$ cat config.mk
export PLATFORM = sky130hd
export DESIGN_NAME = step_sequencer
export DESIGN_NICKNAME = d
export VERILOG_FILES = /design/src/rtl/seq_pkg.sv /design/src/rtl/seq_step_counter.sv /design/src/rtl/seq_soft_reset_flag.sv /design/src/rtl/seq_step_decode.sv /design/src/rtl/step_sequencer.sv
export SDC_FILE = /design/constraint.sdc
export NUM_CORES = 1
export LEC_CHECK = 0
export BUFFER_PORTS_ARGS = -buffer_cell sky130_fd_sc_hd__buf_2
export CORE_UTILIZATION = 25
export CTS_CLUSTER_DIAMETER = 100
export DETAILED_ROUTE_END_ITERATION = 8
export PLACE_DENSITY_LB_ADDON = 0.12
export SETUP_SLACK_MARGIN = 0.1
export SKIP_LAST_GASP = 1
export SLEW_MARGIN = 30
export SYNTH_ARGS = -nofsm -noshare
export SYNTH_HDL_FRONTEND = slang
export SYNTH_SLANG_ARGS = --single-unit
$ cat constraint.sdc
create_clock -name clk -period 2 [get_ports clk]
set_clock_uncertainty 0.1 [all_clocks]
set_input_delay 0.2 -clock clk [delete_from_list [all_inputs] [get_ports clk]]
set_output_delay 0.2 -clock clk [all_outputs]
set_load 0.05 [all_outputs]
$ cat src/rtl/seq_pkg.sv
package seq_pkg;

  typedef struct packed {
    logic pcToBus;
    logic maLoad;
    logic incFour;
    logic cLoad;
    logic memRead;
    logic memWrite;
    logic cToBus;
    logic pcLoad;
    logic mdToBus;
    logic mdLoad;
    logic irLoad;
    logic selRa;
    logic selRb;
    logic selRc;
    logic regToBus;
    logic baseToBus;
    logic regLoad;
    logic aLoad;
    logic constToBus;
    logic aluAdd;
    logic seqEnd;
    logic pcClear;
  } ctl_t;

  typedef struct packed {
    logic holdForMem;
    logic endNow;
    logic flush;
  } stepReq_t;

endpackage

$ cat src/rtl/seq_step_counter.sv
module seq_step_counter
  import seq_pkg::*;
#(
  parameter int STEP_W = 3,
  localparam int NUM_STEPS = 1 << STEP_W
) (
  input  logic                 clk,
  input  logic                 rstN,
  input  stepReq_t             req,
  input  logic                 memDone,
  output logic [STEP_W-1:0]    stepQ,
  output logic [NUM_STEPS-1:0] stepOh
);

  logic [STEP_W-1:0] stepD;
  logic              stall;

  assign stall = req.holdForMem && !memDone;

  always_comb begin
    if (req.flush)       stepD = '0;
    else if (stall)      stepD = stepQ;
    else if (req.endNow) stepD = '0;
    else                 stepD = stepQ + 1'b1;
  end

  always_ff @(posedge clk or negedge rstN) begin
    if (!rstN) stepQ <= '0;
    else       stepQ <= stepD;
  end

  for (genvar i = 0; i < NUM_STEPS; i++) begin : g_stepDecode
    assign stepOh[i] = (stepQ == STEP_W'(i));
  end

  AST_WAIT_HOLD: assert property (@(posedge clk) disable iff (!rstN)
    (req.holdForMem && !memDone && !req.flush) |=> (stepQ == $past(stepQ)));

  AST_END_ZERO: assert property (@(posedge clk) disable iff (!rstN)
    (req.endNow && !stall) |=> (stepQ == '0));

  AST_ADVANCE: assert property (@(posedge clk) disable iff (!rstN)
    (!req.flush && !req.endNow && !stall) |=> (stepQ == $past(stepQ) + 1'b1));

endmodule

$ cat src/rtl/seq_soft_reset_flag.sv
module seq_soft_reset_flag (
  input  logic clk,
  input  logic rstN,
  input  logic softRst,
  output logic flagQ
);

  always_ff @(posedge clk or negedge rstN) begin
    if (!rstN) flagQ <= 1'b0;
    else       flagQ <= softRst;
  end

  AST_FLAG_SET: assert property (@(posedge clk) disable iff (!rstN)
    softRst |=> flagQ);

  AST_FLAG_CLEAR: assert property (@(posedge clk) disable iff (!rstN)
    (flagQ && !softRst) |=> !flagQ);

endmodule

$ cat src/rtl/seq_step_decode.sv
module seq_step_decode
  import seq_pkg::*;
#(
  parameter int OPC_W   = 5,
  parameter int OP_LD   = 1,
  parameter int OP_ST   = 3,
  parameter int OP_ADD  = 12,
  parameter int OP_ADDI = 13
) (
  input  logic             clk,
  input  logic             rstN,
  input  logic [7:0]       stepOh,
  input  logic [OPC_W-1:0] opcode,
  input  logic             softFlag,
  output ctl_t             ctl,
  output stepReq_t         req
);

  logic isAdd, isAddi, isLd, isSt, isArith, isMem, isKnown;

  assign isAdd   = (opcode == OPC_W'(OP_ADD));
  assign isAddi  = (opcode == OPC_W'(OP_ADDI));
  assign isLd    = (opcode == OPC_W'(OP_LD));
  assign isSt    = (opcode == OPC_W'(OP_ST));
  assign isArith = isAdd || isAddi;
  assign isMem   = isLd || isSt;
  assign isKnown = isArith || isMem;

  always_comb begin
    ctl = '0;
    req = '0;
    if (softFlag) begin
      ctl.pcClear = 1'b1;
      req.flush   = 1'b1;
    end else begin
      if (stepOh[0]) begin
        ctl.pcToBus = 1'b1;
        ctl.maLoad  = 1'b1;
        ctl.incFour = 1'b1;
        ctl.cLoad   = 1'b1;
        ctl.memRead = 1'b1;
      end
      if (stepOh[1]) begin
        ctl.cToBus     = 1'b1;
        ctl.pcLoad     = 1'b1;
        req.holdForMem = 1'b1;
      end
      if (stepOh[2]) begin
        ctl.mdToBus = 1'b1;
        ctl.irLoad  = 1'b1;
      end
      if (stepOh[3]) begin
        if (isArith) begin
          ctl.selRb    = 1'b1;
          ctl.regToBus = 1'b1;
          ctl.aLoad    = 1'b1;
        end else if (isMem) begin
          ctl.selRb     = 1'b1;
          ctl.baseToBus = 1'b1;
          ctl.aLoad     = 1'b1;
        end else begin
          ctl.seqEnd = 1'b1;
          req.endNow = 1'b1;
        end
      end
      if (stepOh[4]) begin
        if (isAdd) begin
          ctl.selRc    = 1'b1;
          ctl.regToBus = 1'b1;
          ctl.aluAdd   = 1'b1;
          ctl.cLoad    = 1'b1;
        end else if (isAddi || isMem) begin
          ctl.constToBus = 1'b1;
          ctl.aluAdd     = 1'b1;
          ctl.cLoad      = 1'b1;
        end
      end
      if (stepOh[5]) begin
        if (isArith) begin
          ctl.cToBus  = 1'b1;
          ctl.selRa   = 1'b1;
          ctl.regLoad = 1'b1;
          ctl.seqEnd  = 1'b1;
          req.endNow  = 1'b1;
        end else if (isMem) begin
          ctl.cToBus = 1'b1;
          ctl.maLoad = 1'b1;
        end
      end
      if (stepOh[6]) begin
        if (isSt) begin
          ctl.selRa    = 1'b1;
          ctl.regToBus = 1'b1;
          ctl.mdLoad   = 1'b1;
          ctl.memWrite = 1'b1;
        end else if (isLd) begin
          ctl.memRead    = 1'b1;
          req.holdForMem = 1'b1;
        end
      end
      if (stepOh[7]) begin
        if (isSt) begin
          req.holdForMem = 1'b1;
          ctl.seqEnd     = 1'b1;
          req.endNow     = 1'b1;
        end else if (isLd) begin
          ctl.mdToBus = 1'b1;
          ctl.selRa   = 1'b1;
          ctl.regLoad = 1'b1;
          ctl.seqEnd  = 1'b1;
          req.endNow  = 1'b1;
        end
      end
      if (!isKnown && (stepOh[7:4] != 4'b0000)) begin
        req.endNow = 1'b1;
      end
    end
  end

  AST_ONE_BUS_GATE: assert property (@(posedge clk) disable iff (!rstN)
    $onehot0({ctl.pcToBus, ctl.cToBus, ctl.mdToBus, ctl.regToBus,
              ctl.baseToBus, ctl.constToBus}));

  AST_RW_EXCL: assert property (@(posedge clk) disable iff (!rstN)
    !(ctl.memRead && ctl.memWrite));

endmodule

$ cat src/rtl/step_sequencer.sv
module step_sequencer
  import seq_pkg::*;
#(
  parameter int STEP_W  = 3,
  parameter int OPC_W   = 5,
  parameter int OP_LD   = 1,
  parameter int OP_ST   = 3,
  parameter int OP_ADD  = 12,
  parameter int OP_ADDI = 13,
  localparam int NUM_STEPS = 1 << STEP_W
) (
  input  logic                 clk,
  input  logic                 rstN,
  input  logic                 softRst,
  input  logic [OPC_W-1:0]     opcode,
  input  logic                 memDone,
  output logic                 pcToBus,
  output logic                 maLoad,
  output logic                 incFour,
  output logic                 cLoad,
  output logic                 memRead,
  output logic                 memWrite,
  output logic                 cToBus,
  output logic                 pcLoad,
  output logic                 mdToBus,
  output logic                 mdLoad,
  output logic                 irLoad,
  output logic                 selRa,
  output logic                 selRb,
  output logic                 selRc,
  output logic                 regToBus,
  output logic                 baseToBus,
  output logic                 regLoad,
  output logic                 aLoad,
  output logic                 constToBus,
  output logic                 aluAdd,
  output logic                 seqEnd,
  output logic                 pcClear,
  output logic [NUM_STEPS-1:0] stepOh
);

  ctl_t              ctl;
  stepReq_t          req;
  logic              softFlag;
  logic [STEP_W-1:0] stepQ;

  seq_soft_reset_flag u_flag (
    .clk     (clk),
    .rstN    (rstN),
    .softRst (softRst),
    .flagQ   (softFlag)
  );

  seq_step_counter #(.STEP_W(STEP_W)) u_counter (
    .clk     (clk),
    .rstN    (rstN),
    .req     (req),
    .memDone (memDone),
    .stepQ   (stepQ),
    .stepOh  (stepOh)
  );

  seq_step_decode #(
    .OPC_W   (OPC_W),
    .OP_LD   (OP_LD),
    .OP_ST   (OP_ST),
    .OP_ADD  (OP_ADD),
    .OP_ADDI (OP_ADDI)
  ) u_decode (
    .clk      (clk),
    .rstN     (rstN),
    .stepOh   (stepOh[7:0]),
    .opcode   (opcode),
    .softFlag (softFlag),
    .ctl      (ctl),
    .req      (req)
  );

  assign pcToBus    = ctl.pcToBus;
  assign maLoad     = ctl.maLoad;
  assign incFour    = ctl.incFour;
  assign cLoad      = ctl.cLoad;
  assign memRead    = ctl.memRead;
  assign memWrite   = ctl.memWrite;
  assign cToBus     = ctl.cToBus;
  assign pcLoad     = ctl.pcLoad;
  assign mdToBus    = ctl.mdToBus;
  assign mdLoad     = ctl.mdLoad;
  assign irLoad     = ctl.irLoad;
  assign selRa      = ctl.selRa;
  assign selRb      = ctl.selRb;
  assign selRc      = ctl.selRc;
  assign regToBus   = ctl.regToBus;
  assign baseToBus  = ctl.baseToBus;
  assign regLoad    = ctl.regLoad;
  assign aLoad      = ctl.aLoad;
  assign constToBus = ctl.constToBus;
  assign aluAdd     = ctl.aluAdd;
  assign seqEnd     = ctl.seqEnd;
  assign pcClear    = ctl.pcClear;

  AST_CLEAR_RESTART: assert property (@(posedge clk) disable iff (!rstN)
    (pcClear && !softRst) |=> (stepOh[0] && !pcClear));

  AST_STEP_IDLE_RESET: assert property (@(posedge clk)
    !rstN |-> stepOh[0]);

endmodule

### Word level (Yosys, flattened, before mapping)

Index checks and enable logic that the tools add are counted.

| storage, ports and cells | value |
|---|---|
| logic and storage cells | 89 |
| register bits after elaboration | 4 |
| output and inout bits | 30 |
| input port bits | 9 |

| cells by class | value |
|---|---|
| $add $sub $neg | 1 |
| mux-type cells | 64 |
| equality and inequality tests | 12 |
| reductions and logical operators | 10 |

Operators by type and width:

| operator | count |
|---|---|
| $mux W1 | 50 |
| $mux W21 | 1 |
| $mux W2 | 9 |
| $eq A3 B3 Y1 const B | 4 |
| $eq A5 B4 Y1 const B | 2 |
| $mux W3 | 3 |
| $eq A3 B2 Y1 const B | 2 |
| $eq A5 B1 Y1 const B | 1 |
| $eq A5 B2 Y1 const B | 1 |
| $mux W5 | 1 |
| $logic_or A1 B1 Y1 | 4 |
| $reduce_bool A4 Y1 | 1 |
| $add A3 B1 Y3 const B | 1 |
| $eq A3 B1 Y1 const B | 1 |
| $logic_not A3 Y1 | 1 |
| $logic_and A1 B1 Y1 | 2 |
| $logic_not A1 Y1 | 2 |
| $ne A2 B2 Y1 const B | 1 |

### Depth between registers and ports, before layout

| logic depth | value |
|---|---|
| depth after elaboration | 15 |
| gate-level depth with buffers | 6 |
| mapped depth without buffers | 6 |

### By module

Synthesis repeated with hierarchy kept, for this count alone.

| unflattened totals | value |
|---|---|
| cells, all modules | 81 |
| area total of the unflattened synthesis | 626.9 um^2 |

Modules (own cells, without submodules):

| module | area each (um^2) | cells an instance | instances | sequential area each (um^2) |
|---|---|---|---|---|
| seq_step_decode | 334.1 | 52 | 1 | 0.0 |
| seq_step_counter | 267.8 | 28 | 1 | 75.1 |
| seq_soft_reset_flag | 25.0 | 1 | 1 | 25.0 |

### Worst setup path after synthesis

OpenSTA, ideal clock, no wires.

| timing | value |
|---|---|
| path kind | reg2out |
| from | reg u_counter.stepQ[0] |
| to | out selRa |
| slack | -1401 ps |
| data required time | 1700 ps |
| arrival | 3101 ps |
| path buffers | 0 |
| cell stages (with the launch flop) | 6 |
| cells stage by stage | dfrtp_1 -> inv_1 -> ha_1 -> nand2_1 -> nor4b_1 -> or2_1 |

| on the way | value |
|---|---|
| longest elaborated chain between the ends | 8 |
| elaborated cells on any way between the ends | 10 |
| classes of those cells | eq/ne: 3; mux: 7 |

RTL lines:

| item | line | text |
|---|---|---|
| start: declaration | seq_step_counter.sv:11 | `output logic [STEP_W-1:0] stepQ,` |
| start signal: assignment | seq_step_counter.sv:29 | `else stepQ <= stepD;` |
| $eq A3 B3 Y1 | seq_step_counter.sv:33 | `assign stepOh[i] = (stepQ == STEP_W'(i));` |
| $mux W1 | seq_step_decode.sv:78 | `if (stepOh[5]) begin` |
| $mux W1 | seq_step_decode.sv:91 | `if (isSt) begin` |
| $mux W1 | seq_step_decode.sv:90 | `if (stepOh[6]) begin` |
| $mux W1 | seq_step_decode.sv:106 | `end else if (isLd) begin` |
| $mux W1 | seq_step_decode.sv:102 | `if (isSt) begin` |
| $mux W1 * | seq_step_decode.sv:101 | `if (stepOh[7]) begin` |
| $mux W21 * | seq_step_decode.sv:32 | `if (softFlag) begin` |
| end: declaration | step_sequencer.sv:28 | `output logic selRa,` |

Every way passes the cells marked *; elsewhere a longest branch is shown, timed or not.

### Worst setup path after layout

| timing | value |
|---|---|
| from | reg u_counter.stepQ[0] |
| to | out regLoad |

| on the way | value |
|---|---|
| longest elaborated chain between the ends | 6 |
| elaborated cells on any way between the ends | 7 |
| classes of those cells | eq/ne: 2; mux: 5 |

RTL lines:

| item | line | text |
|---|---|---|
| $eq A3 B3 Y1 | seq_step_counter.sv:33 |  |
| $mux W1 | seq_step_decode.sv:78 |  |
| $mux W1 | seq_step_decode.sv:106 |  |
| $mux W1 | seq_step_decode.sv:102 |  |
| $mux W1 * | seq_step_decode.sv:101 |  |
| $mux W21 * | seq_step_decode.sv:32 |  |
| end: declaration | step_sequencer.sv:33 | `output logic regLoad,` |

Marks and branches as above.

==> results.json <==
{
  "status": "finished with violations",
  "violations": "setup timing",
  "power_frac_comb": 0.807,
  "vias": 848,
  "core.rowCount": 17,
  "drt-wirelength-per-cell_um": 13.0,
  "maxSlewViolCount": 0,
  "slew_headroom": 0.751,
  "synth_area_leaders": "dfrtp_1 (16%), ha_1 (12%), and2_1 (5.1%), inv_1 (4.9%), a21oi_1 (4.0%)",
  "ir_worst_vdd_mv": 0.630,
  "cts_made_buffers": 3,
  "syn-cell-area_um2": 618,
  "grt_pass1_vias": 823,
  "routed_wl_um": 2240,
  "yosysWarnings": 0,
  "p_per_area_mw_per_mm2": 958,
  "crit_fanout": 3,
  "tritoncts": "built",
  "netlist.area_leader.share": 0.162,
  "totalPowerFinal_mw": 1.33,
  "internal_power_uw": 603,
  "diodes": 0,
  "drive_gt1_frac": 0.708,
  "fin_ws_ns": -0.101,
  "rsz0062_at_grt": "true",
  "clock_sinks": 4,
  "area_growth_pct": 124,
  "crit_path_frequent_cell": "ha_4",
  "die_x_um": 51.7,
  "grt_max_degree": 13,
  "drtAntennaViolNets": 0,
  "path_cells": "ha_4 > ha_4 > or4b_4 > a21oi_4 > buf_2",
  "via_per_inst": 4.93,
  "synth_ff_type": "dfrtp_1",
  "async_flop_share": 1.00,
  "layout_common_cells": "buf_4 (25), buf_2 (21), buf_6 (11), clkbuf_4 (6)",
  "start_kind": "flop",
  "synth_top_area_cell": "dfrtp_1",
  "post-place-ws_ns": -0.0325,
  "num-nets-final": 160,
  "clkPwrFrac": 0.085,
  "synth_seq_cells": 4,
  "dieArea_mm2": 0.00267,
  "slowest_stage": "or4b_4",
  "fin_crit_sh": 1.05,
  "seqPwrFrac": 0.108,
  "io_buffers": 38,
  "slowest_delay_ns": 0.46,
  "drc": 0,
  "cp.buffers_inverters": 1,
  "tightest_slew_ns": 0.373,
  "gr-total-overflow": 0,
  "dr.pass1.iters": 4,
  "max_freq_ghz": 0.476,
  "finalHoldViolCount": 0,
  "cts_buffer_depth": 2,
  "clkTransAtPathRegs_ns": 0.04,
  "end_kind": "primary output",
  "cap_violations": 0,
  "r2r_end": "u_counter.stepQ[1]",
  "worstPathRequired_ns": 1.70,
  "final_common_cell": "buf_4",
  "synth-edff-count": 0,
  "setup_viol": 2,
  "reg2reg_from": "u_counter.stepQ[0]",
  "drt_iter0_markers": 5,
  "p_leak_nw": 0.655,
  "postSynthCellCount": 80,
  "clk_latency_ns": 0.24,
  "synth_cell_type_count": 35,
  "fill_cells": 198,
  "gp_congestion": 0.749,
  "grt_pass1_wl_um": 3510,
  "switching_share": 0.545,
  "htree_levels": 1,
  "r2r_setup_slack_ns": 0.11,
  "core-area_mm2": 0.00228,
  "hold_path_class": "in -> async",
  "start_util": 0.272,
  "crit_arrival_ns": 1.80,
  "power.switching_uw": 723,
  "antenna_found_initial": 0,
  "worst_path_dominant_cell_family": "simple AND/OR/NAND/NOR gates",
  "crit_type": "reg -> out",
  "reg2reg_depth": 7,
  "dp_hpwl_um": 1590,
  "gr-usage-all-layers": 0.174,
  "synth_nets": 95,
  "cts_root_buffer": "clkbuf_4",
  "io_pins": 39,
  "die_h_um": 51.7,
  "syn_avg_cell_area_um2": 7.73,
  "seq_area_frac_synth": 0.162,
  "fin_crit_ns": 2.10
}
## power by group through the flow
stage          Clock (mW)  Combinational, mW  Sequential (mW)
3_3_place_gp            0              0.776            0.134
4_1_cts             0.117              0.965            0.141
5_1_grt             0.122               1.13            0.146
6_report            0.113               1.07            0.143
2_1_floorplan           0              0.607            0.126
3_5_place_dp            0              0.777            0.135
## worst max path at each step
| stage | start | end | cells after the start |
|---|---|---|---|
| 6_report | u_counter.stepQ[0] | regLoad | 5 |
| 5_1_grt | u_counter.stepQ[0] | regLoad | 5 |
| 4_1_cts | u_counter.stepQ[1] | regLoad | 5 |
| 3_5_place_dp | opcode[2] | selRa | 6 |
| 3_3_place_gp | opcode[2] | selRa | 6 |
| 2_1_floorplan | u_counter.stepQ[1] | selRa | 5 |
## worst reg2reg max path, cell delays in order, from the launching register on
cell and delay, ns:
dfrtp_1 0.42, buf_4 0.16, ha_4 0.16, buf_6 0.11
o31a_1 0.30, nor3_2 0.13, o211ai_1 0.16, o31ai_1 0.25
## state kept, by name, indices dropped and copies added (netlist names)
register / cells
u_counter.stepQ: 3
u_flag.flagQ: 1
## stage by stage
step / TNS, ns / util / instances / hold WS (ns) / instance area (um2)
final: -0.198 / 0.608 / 172 / 0.193 / 1380
after global routing: -0.475 / 0.608 / 172 / 0.200 / 1380
after CTS: -0.266 / 0.566 / 169 / 0.187 / 1290
after detailed placement: -0.0325 / 0.455 / 154 / -0.0924 / 1030
after global placement: -0.0182 / 0.455 / 154 / -0.0944 / 1030
after floorplan: -0.878 / - / 80 / -0.196 / 751
## layer usage
metal,global-route usage,wire [um]
met5,0,0
met4,0.0721,51
met3,0.00877,77
met2,0.333,1200
met1,0.196,914
## cell type report
type	count	area, um2	share of cell area
well taps	28	35.0	0.0253
multi-input cells	63	679	0.491
inverters	8	33.8	0.0244
flip-flops and latches	4	105	0.0759
clock buffers	4	26.3	0.0190
repair buffers	65	504	0.364
## cells in the mapped netlist, types with 2 or more instances
| master | instances |
|---|---|
| and2_1 | 5 |
| nor2b_1 | 3 |
| o211ai_1 | 3 |
| nor2_1 | 4 |
| o31ai_1 | 2 |
| buf_4 | 3 |
| nand3b_1 | 2 |
| ha_1 | 6 |
| a21o_1 | 2 |
| and3_1 | 2 |
| inv_1 | 8 |
| nand2_1 | 6 |
| dfrtp_1 | 4 |
| nor4_1 | 2 |
| a21oi_1 | 5 |
| o21a_1 | 2 |
| nor3_1 | 2 |
| nand3_1 | 2 |
## what timing repair did
action                                 4_1_cts  5_1_grt
gates resized for setup                     39       19
pin swaps                                    5        3
setup endpoints to repair                   17       24
endpoints found under the hold margin        5        0
hold buffers                                 2        0
buffers inserted                             9        3
## cells by family after synthesis
group / count (synthesis) / synth area share
flip-flops: 4 / 0.162
AO/OA/AOI/OAI: 21 / 0.241
multiplexers: 1 / 0.0162
AND/OR/NAND/NOR: 35 / 0.360
buffers and inverters: 13 / 0.0992
adder cells (fa/ha/maj): 6 / 0.121
Note: power is estimated with default switching activity, not from simulation.
